==> src/rtl/sd_clk_ctrl.sv <==
module sd_clk_ctrl #(
  parameter int DATA_W     = 16,
  parameter int DIV_W      = 3,
  parameter int RST_CYCLES = 8
) (
  input  logic              clk,
  input  logic              rst_n,
  input  logic              wr_en,
  input  logic [1:0]        wr_addr,
  input  logic [DATA_W-1:0] wr_data,
  input  logic [1:0]        rd_addr,
  output logic [DATA_W-1:0] rd_data,
  output logic              card_clk,
  output logic              op_start,
  output logic              soft_rst
);
  localparam int CNT_W   = (1 << DIV_W) - 1;
  localparam int RCNT_W  = $clog2(RST_CYCLES + 1);
  localparam logic [1:0] A_CTRL = 2'd0, A_STAT = 2'd1, A_DIV = 2'd2;
  localparam int B_STOP = 0, B_START = 1, B_OP = 2, B_RST = 3;
  localparam int S_RUN = 8, S_BUSY = 15;

  logic [DIV_W-1:0]  div_q, div_pend, nxt_div;
  logic [CNT_W-1:0]  cnt, nxt_cnt, period_last;
  logic [CNT_W:0]    one_sh;
  logic [RCNT_W-1:0] rst_cnt;
  logic              busy, want_run, run_q, lvl_q, nxt_lvl;
  logic              gate_n, div0_n, boundary;
  logic              wr_ok, wr_ctrl, wr_div;
  logic              unused_wr_hi;

  assign busy    = (rst_cnt != '0);
  assign wr_ok   = wr_en && !busy;
  assign wr_ctrl = wr_ok && (wr_addr == A_CTRL);
  assign wr_div  = wr_ok && (wr_addr == A_DIV);
  assign unused_wr_hi = &{1'b0, wr_data[DATA_W-1:4]};

  assign one_sh      = (CNT_W+1)'(1) << div_q;
  assign period_last = CNT_W'(one_sh - 1'b1);
  assign boundary    = (cnt == period_last);
  assign nxt_cnt     = boundary ? '0 : cnt + 1'b1;
  assign nxt_div     = boundary ? div_pend : div_q;
  assign nxt_lvl     = (nxt_div == '0) ? 1'b0 : nxt_cnt[DIV_W'(nxt_div - 1'b1)];

  always_ff @(posedge clk or negedge rst_n) begin
    if (!rst_n) begin
      cnt   <= '0;
      div_q <= '0;
      lvl_q <= 1'b0;
    end else begin
      cnt   <= nxt_cnt;
      div_q <= nxt_div;
      lvl_q <= nxt_lvl;
    end
  end

  always_ff @(posedge clk or negedge rst_n) begin
    if (!rst_n) begin
      rst_cnt  <= '0;
      div_pend <= '0;
      want_run <= 1'b0;
      op_start <= 1'b0;
      soft_rst <= 1'b0;
    end else begin
      op_start <= 1'b0;
      soft_rst <= 1'b0;
      if (busy) rst_cnt <= rst_cnt - 1'b1;
      if (wr_ctrl && wr_data[B_RST]) begin
        rst_cnt  <= RCNT_W'(RST_CYCLES);
        soft_rst <= 1'b1;
        div_pend <= '0;
        want_run <= 1'b0;
      end else if (wr_ctrl) begin
        if (wr_data[B_START]) want_run <= 1'b1;
        if (wr_data[B_STOP])  want_run <= 1'b0;
        op_start <= wr_data[B_OP];
      end
      if (wr_div) div_pend <= wr_data[DIV_W-1:0];
    end
  end

  always_ff @(posedge clk or negedge rst_n) begin
    if (!rst_n)                                run_q <= 1'b0;
    else if (want_run != run_q && !nxt_lvl)    run_q <= want_run;
  end

  always_ff @(negedge clk or negedge rst_n) begin
    if (!rst_n) begin
      gate_n <= 1'b0;
      div0_n <= 1'b1;
    end else begin
      gate_n <= run_q;
      div0_n <= (div_q == '0);
    end
  end

  assign card_clk = gate_n & (div0_n ? clk : lvl_q);

  always_comb begin
    rd_data = '0;
    case (rd_addr)
      A_STAT: begin
        rd_data[S_BUSY] = busy;
        rd_data[S_RUN]  = run_q;
      end
      A_DIV:   rd_data[DIV_W-1:0] = div_pend;
      default: rd_data = '0;
    endcase
  end
endmodule


==> config.mk <==
export PLATFORM = sky130hd
export DESIGN_NAME = sd_clk_ctrl
export DESIGN_NICKNAME = d
export VERILOG_FILES = /design/src/rtl/sd_clk_ctrl.sv
export SDC_FILE = /design/constraint.sdc
export NUM_CORES = 1
export LEC_CHECK = 0
export ABC_AREA = 1
export BUFFER_PORTS_ARGS = -buffer_cell sky130_fd_sc_hd__buf_4
export CAP_MARGIN = 20
export CORE_MARGIN = 4
export CORE_UTILIZATION = 25
export DETAILED_ROUTE_END_ITERATION = 8
export GPL_TIMING_DRIVEN = 0
export PLACE_DENSITY_LB_ADDON = 0.15
export SETUP_SLACK_MARGIN = 0.5
export SKIP_CTS_REPAIR_TIMING = 1
export SLEW_MARGIN = 10
export SYNTH_ARGS = -nofsm -noshare
export SYNTH_HDL_FRONTEND = slang
export SYNTH_SLANG_ARGS = --single-unit
==> constraint.sdc <==
create_clock -name clk -period 7.5 [get_ports clk]
set_clock_uncertainty 0.05 [all_clocks]
set_input_delay 1.125 -clock clk [delete_from_list [all_inputs] [get_ports clk]]
set_output_delay 1.125 -clock clk [all_outputs]
set_load 0.03 [all_outputs]
==> results.sh, run 1 <==
export IMPL_h_tree_depth=1
export IMPL_die_width_um=89.1
export IMPL_grt_pass1_wl_mm=6.01
export IMPL_p_sw_w=0.000123
export IMPL_first_pass_iters=4
export IMPL_area_delta_synth_final_pct=19.6
export IMPL_pwr_share_clk_pct=24.6
export IMPL_drc=0
export IMPL_p_int_w=0.000239
export IMPL_synth_cell_types=29
export IMPL_reg2regPathDepth=3
export IMPL_rsz0062_at_grt="false"
export IMPL_synth_warnings=0
export IMPL_io_pins=42
export IMPL_power_density_cell_area_nw_per_um2=184
export IMPL_postRouteAntennaNets=0
export IMPL_cp_startpoint="div0_n$_DFF_NN1_"
export IMPL_place_congestion=0.746
export IMPL_cts_buffers=3
export IMPL_antenna_found_initial=0
export IMPL_timing_hold_violations_final=0
export IMPL_power_total_w=0.000361
export IMPL_hp_class="reg -> reg"
export IMPL_n_antenna_cell=0
export IMPL_path_max_fanout=2
export IMPL_fp_dieArea_um2=7940
export IMPL_synth_area_leaders="dfrtp_1 33%, nand2_1 13%, inv_1 9.1%, buf_4 5.5%, nand3_2 4.9%"
export IMPL_grt_util_all_layers_pct=9.59
export IMPL_endpoint_kind="primary output"
export IMPL_dr_total_vias=1321
export IMPL_synth_area_um2=1640
export IMPL_place_area_um2=1910
export IMPL_p_seq_share_pct=47.7
export IMPL_grt_overflow_total=0
export IMPL_post_route_cell_area_um2=1970
export IMPL_yosys_area_top_type="dfrtp_1"
export IMPL_wl_per_cell_um=10.1
export IMPL_design_core_area_um2=6350
export IMPL_layout_drive_gt1_share_pct=23.2
export IMPL_hpwl_mm=2.73
export IMPL_critPathSlowestCell="dfstp_2"
export IMPL_drv_cap=0
export IMPL_routed_wl_mm=3.31
export IMPL_p_sw_share_pct=33.9
export IMPL_crit_chain="o21ai_0, a21oi_1, buf_4"
export IMPL_first_global_vias=1301
export IMPL_power_ir_vdd_worst_v=0.0000931
export IMPL_critPathRequiredTime_ps=6320
export IMPL_synth_cells=217
export IMPL_port_buffers=18
export IMPL_cp_arrival_ps=4990
export IMPL_r2r_start="div_q[0]$_DFF_PN0_"
export IMPL_grt_max_degree=25
export IMPL_cts_root_buf="clkbuf_8"
export IMPL_critPathLaunchType="flop"
export IMPL_reg2reg_to="div0_n$_DFF_NN1_"
export IMPL_ys_seq_area_share_pct=36.6
export IMPL_critical_path_max_stage_delay_ps=520
export IMPL_via_per_inst=4.04
export IMPL_synth_top_cell_area_share_pct=33.5
export IMPL_avgSynthCellArea_um2=7.58
export IMPL_core_rowCount=29
export IMPL_worst_skew_pair_late_latency_ps=270
export IMPL_cts_clk_slew_worst_paths_ps=90
export IMPL_crit_end="card_clk"
export IMPL_comb_power_share_pct=27.8
export IMPL_layout_nets=280
export IMPL_tns_ps=0
export IMPL_finalMaxSlewViolations=0
export IMPL_cts_buffer_depth=2
export IMPL_r2r_slack_ps=2880
export IMPL_critPathKind="reg -> out"
export IMPL_die_h_um=89.1
export IMPL_synth_seq_cells=24
export IMPL_cts_tree="built"
export IMPL_drt_iter0_markers=38
export IMPL_setup_viol=0
export IMPL_power_leakage_nw=1.10
export IMPL_status="completed"
export IMPL_start_util_pct=25.9
## power groups by stage
stage                     sequential (W)   clock (W)  combinational [W]
after global routing            0.000177   0.0000992           0.000116
after CTS                       0.000172   0.0000936           0.000102
after floorplan                 0.000171  0.00000287          0.0000771
after global placement          0.000175  0.00000287           0.000102
final                           0.000172   0.0000888           0.000100
after detailed placement        0.000175  0.00000287           0.000102
## kinds of logic (layout without fill, tap and decap cells)
| logic type | Yosys count | after routing | synth area share (%) |
|---|---|---|---|
| buffers and inverters | 58 | 81 | 17.0 |
| other | 1 | 11 | 0.228 |
| adder cells (fa/ha/maj) | 6 | 6 | 4.57 |
| flip-flops | 24 | 24 | 36.6 |
| AO/OA/AOI/OAI | 11 | 11 | 4.26 |
| AND/OR/NAND/NOR | 110 | 110 | 33.6 |
| XOR/XNOR | 7 | 7 | 3.73 |
## critical path, delay by kind of cell (launching register included)
kind	cells	cell delay, ps
AOI/OAI and AO/OA	2	210
buffers and inverters	1	180
DFF	1	520
## metrics by stage
step           utilization [%]  hold WS, ps  worst slack [ps]  std cells
3_5_place_dp              30.1          424              1730        322
3_3_place_gp              30.1          417              1730        322
5_1_grt                   31.0          478              1170        327
6_report                  31.0          449              1330        327
4_1_cts                   31.0          449              1270        327
2_1_floorplan                -          392              1520        227
## area by class of cell
type	instances	area, µm²
buffer	14	113
clock buffer	4	48.8
clock inverter	3	16.3
fill	681	4380
inverter	43	164
multi-input combinational	145	800
sequential	24	602
tap	77	96.3
timing repair buffer	17	128
## cells in the mapped netlist (all sizes together)
library cell,instances
o221ai,1
nor3,5
ha,6
dfstp,1
inv,44
o21a,1
dfrtp,22
nand4,6
o21ai,3
nand3,23
nor2,14
o22ai,4
conb,1
nor3b,1
xor2,3
xnor2,4
dfrtn,1
buf,14
nand2,61
a21oi,2
## sequential cells by signal, indices dropped and copies added (netlist names)
register,flops
div_q,3
gate_n,1
soft_rst,1
rst_cnt,4
want_run,1
op_start,1
cnt,7
div_pend,3
div0_n,1
run_q,1
lvl_q,1
## placed cells by master, fill, tap and decap left out, types with 2 or more instances in the layout
cell,count
o22ai_1,4
conb_1,11
nand2_2,4
dfrtp_1,22
nor2_4,2
buf_4,30
nand2_1,56
nor2_1,12
ha_1,6
nand3_2,8
inv_2,3
xnor2_1,4
xor2_1,3
clkbuf_8,3
nor3_1,5
nand3_1,14
inv_1,41
nand4_1,6
o21ai_0,3
buf_6,2
## metal layers
layer,GRT usage (%),wire (µm)
met5,0,0
met4,3.65,64
met3,1.29,116
met2,15.1,1500
met1,13.3,1630
## worst min-delay path by stage
stage,to,from,cells past startpoint
2_1_floorplan,run_q$_DFFE_PN0P_,want_run$_DFFE_PN0P_,2
3_3_place_gp,run_q$_DFFE_PN0P_,want_run$_DFFE_PN0P_,2
3_5_place_dp,run_q$_DFFE_PN0P_,want_run$_DFFE_PN0P_,2
4_1_cts,run_q$_DFFE_PN0P_,want_run$_DFFE_PN0P_,2
5_1_grt,run_q$_DFFE_PN0P_,want_run$_DFFE_PN0P_,2
6_report,run_q$_DFFE_PN0P_,want_run$_DFFE_PN0P_,2
Power figures use the tool's default switching activity.
==> run 2: changes to the inputs <==
==> constraint.sdc (replaced) <==
create_clock -name clk -period 5.3 [get_ports clk]
set_clock_uncertainty 0.05 [all_clocks]
set_input_delay 0.795 -clock clk [delete_from_list [all_inputs] [get_ports clk]]
set_output_delay 0.795 -clock clk [all_outputs]
set_load 0.03 [all_outputs]
==> run 2 against run 1 <==
Compared with the run above: via count grew 1.4%; non-clock buffer count grew 1; worst hold slack lost 100 ps; sequential power grew 42%; critical endpoint unchanged; largest power group unchanged.
==> results.sh, run 2 (synthesized netlist as in run 1, its figures left out) <==
export IMPL_via_per_inst=4.08
export IMPL_top_register="cnt"
export IMPL_worst_skew_pair_late_latency_ps=270
export IMPL_largest_reg_flops=7
export IMPL_multi_input_area_um2=803
export IMPL_power_ir_vdd_worst_v=0.000132
export IMPL_area_delta_synth_final_pct=20.5
export IMPL_layout_common_cells="56 x nand2_1, 41 x inv_1, 30 x buf_4"
export IMPL_routed_wl_mm=3.34
export IMPL_holdWs_ps=347
export IMPL_cts_clk_slew_worst_paths_ps=90
export IMPL_dr_total_vias=1339
export IMPL_stdcell_count=328
export IMPL_setup_viol=0
export IMPL_critical_path_max_stage_delay_ps=530
export IMPL_wl_per_cell_um=10.2
export IMPL_reg_top3="cnt x7, rst_cnt x4"
export IMPL_pre_cts_ws_ps=958
export IMPL_status="completed"
export IMPL_layout_drive_gt1_share_pct=23.9
export IMPL_antenna_found_initial=0
export IMPL_die_h_um=89.1
export IMPL_path_max_fanout=2
export IMPL_h_tree_depth=1
export IMPL_critPathLaunchType="flop"
export IMPL_endpoint_kind="primary output"
export IMPL_n_fill_cell=680
export IMPL_drv_cap=0
export IMPL_start_util_pct=25.9
export IMPL_power_density_cell_area_nw_per_um2=259
export IMPL_port_buffers=18
export IMPL_rsz0062_at_grt="false"
export IMPL_first_global_vias=1301
export IMPL_core_rowCount=29
export IMPL_layout_nets=281
export IMPL_cts_buffer_depth=2
export IMPL_io_pins=42
export IMPL_drt_iter0_markers=33
export IMPL_tns_ps=0
export IMPL_hpwl_mm=2.73
export IMPL_grt_max_degree=25
export IMPL_power_leakage_nw=1.11
export IMPL_cp_arrival_ps=3860
export IMPL_first_pass_iters=4
export IMPL_grt_util_all_layers_pct=9.59
export IMPL_layout_commonest_cell="nand2_1"
export IMPL_finalMaxSlewViolations=0
export IMPL_n_antenna_cell=0
export IMPL_drc=0
export IMPL_register_area_um2=602
export IMPL_grt_overflow_total=0
export IMPL_die_width_um=89.1
export IMPL_fp_dieArea_um2=7940
export IMPL_cts_tree="built"
export IMPL_placed_cells=322
export IMPL_timing_hold_violations_final=0
export IMPL_power_total_w=0.000513
export IMPL_critPathRequiredTime_ps=4450
export IMPL_design_core_area_um2=6350
export IMPL_place_congestion=0.746
export IMPL_critPathKind="reg -> out"
export IMPL_grt_pass1_wl_mm=6.01
export IMPL_cts_root_buf="clkbuf_8"
export IMPL_hp_class="in -> async"
export IMPL_crit_chain="o21ai_1, a21oi_2, buf_6"
export IMPL_setup_ws_ps=592
export IMPL_postRouteAntennaNets=0
export IMPL_critPathSlowestCell="dfstp_2"
export IMPL_cts_buffers=3
==> run 2: per-layer routing <==
layer,routed length [µm],global-route usage [%],part of all wire [%]
met5,0,0,0
met4,64,3.65,1.9
met3,120,1.29,3.6
met2,1510,15.1,45
met1,1650,13.3,49
==> run 2: worst max-delay path: cells and delay by family, from the launching register on <==
kind	cells	cell delay (ps)
AO/OA/AOI/OAI	2	210
flip-flops	1	530
buffers and inverters	1	150
==> run 2: worst paths after layout <==
path,start,endpoint,slack (ps),depth (start not counted)
max,div0_n$_DFF_NN1_,card_clk,590,3
min,rst_n,op_start$_DFF_PN0_,350,1
max reg2reg,div_q[0]$_DFF_PN0_,div0_n$_DFF_NN1_,1780,3
min reg2reg,want_run$_DFFE_PN0P_,run_q$_DFFE_PN0P_,450,2
max in group asynchronous,rst_n,div0_n$_DFF_NN1_,1960,1
min in group clk,want_run$_DFFE_PN0P_,run_q$_DFFE_PN0P_,450,2
==> run 2: final cells by class <==
class                   count  share of cell area [%]
clock inverters             3                   0.821
well taps                  77                    4.86
repair buffers             18                    6.82
plain buffers              14                    5.68
multi-input cells         145                    40.5
clock buffers               4                    2.65
inverters                  43                    8.27
flip-flops and latches     24                    30.4
==> run 2: through the flow <==
step                utilization (%)  instance area, µm²
floorplan                         -                1680
global placement               30.1                1910
detailed placement             30.1                1910
CTS                            31.0                1970
global route                   31.2                1980
finish                         31.2                1980
==> run 2: where the power goes <==
part	internal [W]	leakage [nW]	switching, W
sequential	0.000223	0.289	0.0000211
combinational	0.0000589	0.771	0.0000832
clock	0.0000566	0.0448	0.0000704
==> run 3: changes to the inputs <==
==> constraint.sdc (replaced) <==
create_clock -name clk -period 4.7 [get_ports clk]
set_clock_uncertainty 0.05 [all_clocks]
set_input_delay 0.705 -clock clk [delete_from_list [all_inputs] [get_ports clk]]
set_output_delay 0.705 -clock clk [all_outputs]
set_load 0.03 [all_outputs]
==> run 3 against run 2 <==
Compared with the run above: global-route usage did not move; first-iteration DRC count decreased by 21%; clock power increased by 13%; combinational power is 13% higher; worst hold slack worse by 90 ps; die area unchanged; utilization rose by 0.059 points.
==> results.sh, run 3 (synthesized netlist as in run 1, its figures left out) <==
export IMPL_place_congestion=0.746
export IMPL_highest_layer="met4"
export IMPL_cts_clk_slew_worst_paths_ps=90
export IMPL_reg2regPathDepth=3
export IMPL_postRouteAntennaNets=0
export IMPL_die_width_um=89.1
export IMPL_holdWs_ps=257
export IMPL_layout_drive_gt1_share_pct=24.3
export IMPL_cts_buffers=3
export IMPL_grt_util_all_layers_pct=9.59
export IMPL_dr_total_vias=1343
export IMPL_reg2reg_to="div0_n$_DFF_NN1_"
export IMPL_largest_reg_flops=7
export IMPL_top_register="cnt"
export IMPL_reg_top3="cnt x7, rst_cnt x4"
export IMPL_grt_overflow_total=0
export IMPL_cts_tree="built"
export IMPL_critPathRequiredTime_ps=3940
export IMPL_start_util_pct=25.9
export IMPL_port_buffers=18
export IMPL_path_max_fanout=2
export IMPL_n_fill_cell=681
export IMPL_area_delta_synth_final_pct=20.8
export IMPL_drc=0
export IMPL_design_core_area_um2=6350
export IMPL_cts_root_buf="clkbuf_8"
export IMPL_power_density_cell_area_nw_per_um2=292
export IMPL_layout_commonest_cell="nand2_1"
export IMPL_drt_iter0_markers=26
export IMPL_rsz0062_at_grt="true"
export IMPL_antenna_found_initial=0
export IMPL_critPathLaunchType="flop"
export IMPL_status="completed"
export IMPL_worst_skew_pair_late_latency_ps=270
export IMPL_timing_hold_violations_final=0
export IMPL_setup_viol=0
export IMPL_first_global_vias=1301
export IMPL_fp_dieArea_um2=7940
export IMPL_power_ir_vdd_worst_v=0.000149
export IMPL_first_pass_iters=4
export IMPL_hpwl_mm=2.73
export IMPL_finalMaxSlewViolations=0
export IMPL_h_tree_depth=1
export IMPL_critPathSlowestCell="dfstp_2"
export IMPL_dr_wl_met3_um=121
export IMPL_cts_buffer_depth=2
export IMPL_cp_arrival_ps=3550
export IMPL_die_h_um=89.1
export IMPL_endpoint_kind="primary output"
export IMPL_io_pins=42
export IMPL_route_met2_wl_mm=1.52
export IMPL_layout_common_cells="56 x nand2_1, 41 x inv_1, 30 x buf_4"
export IMPL_wl_per_cell_um=10.2
export IMPL_critPathKind="reg -> out"
export IMPL_grt_pass1_wl_mm=6.01
export IMPL_n_antenna_cell=0
export IMPL_routed_wl_mm=3.34
export IMPL_met1_length_mm=1.63
export IMPL_via_per_inst=4.09
export IMPL_crit_chain="o21ai_2, a21oi_2, buf_6"
export IMPL_r2r_start="div_q[0]$_DFF_PN0_"
export IMPL_core_rowCount=29
export IMPL_tns_ps=0
export IMPL_drv_cap=0
export IMPL_r2r_slack_ps=1480
export IMPL_layout_nets=281
export IMPL_critical_path_max_stage_delay_ps=530
export IMPL_power_leakage_nw=1.11
export IMPL_hp_class="in -> async"
export IMPL_grt_max_degree=25
run 3: final cells by class:
type                       count  area, µm²  share of cell area, %
buffer                        14        113                   5.67
clock buffer                   4       52.6                   2.65
clock inverter                 3       16.3                  0.819
inverter                      43        164                   8.25
multi-input combinational    145        807                   40.6
sequential                    24        602                   30.3
tap                           77       96.3                   4.85
timing repair buffer          18        135                   6.81
run 3: metal layers:
layer | track usage (%) | vias up
met5 | 0 | -
met4 | 3.65 | 0
met3 | 1.29 | 6
met2 | 15.1 | 28
met1 | 13.3 | 590
li1 | - | 719
run 3: per-stage QoR:
step	worst slack [ps]	total power (W)	utilization, %	instance area, µm²	std cells
2_1_floorplan	540	0.000401	-	1680	227
3_3_place_gp	751	0.000446	30.1	1910	322
3_5_place_dp	748	0.000446	30.1	1910	322
4_1_cts	291	0.000587	31.0	1970	327
5_1_grt	319	0.000628	31.3	1990	328
6_report	393	0.000579	31.3	1990	328
run 3: worst max-delay path by stage:
stage                          start  endpoint  slack (ps)  depth (start not counted)
floorplan           div0_n$_DFF_NN1_  card_clk         540                          2
global placement    div0_n$_DFF_NN1_  card_clk         750                          3
detailed placement  div0_n$_DFF_NN1_  card_clk         750                          3
CTS                 div0_n$_DFF_NN1_  card_clk         290                          3
global route        div0_n$_DFF_NN1_  card_clk         320                          3
finish              div0_n$_DFF_NN1_  card_clk         390                          3
run 3: where the power goes:
group	switching [W]	leakage [nW]	internal, W
clock	0.0000794	0.0448	0.0000639
sequential	0.0000244	0.289	0.000251
combinational	0.0000939	0.772	0.0000667
total	0.000198	1.11	0.000382
run 3: critical path: cells and delay by family (launching register included):
family | cells | cell delay (ps)
AOI/OAI and AO/OA | 2 | 190
buffers and inverters | 1 | 150
DFF | 1 | 530
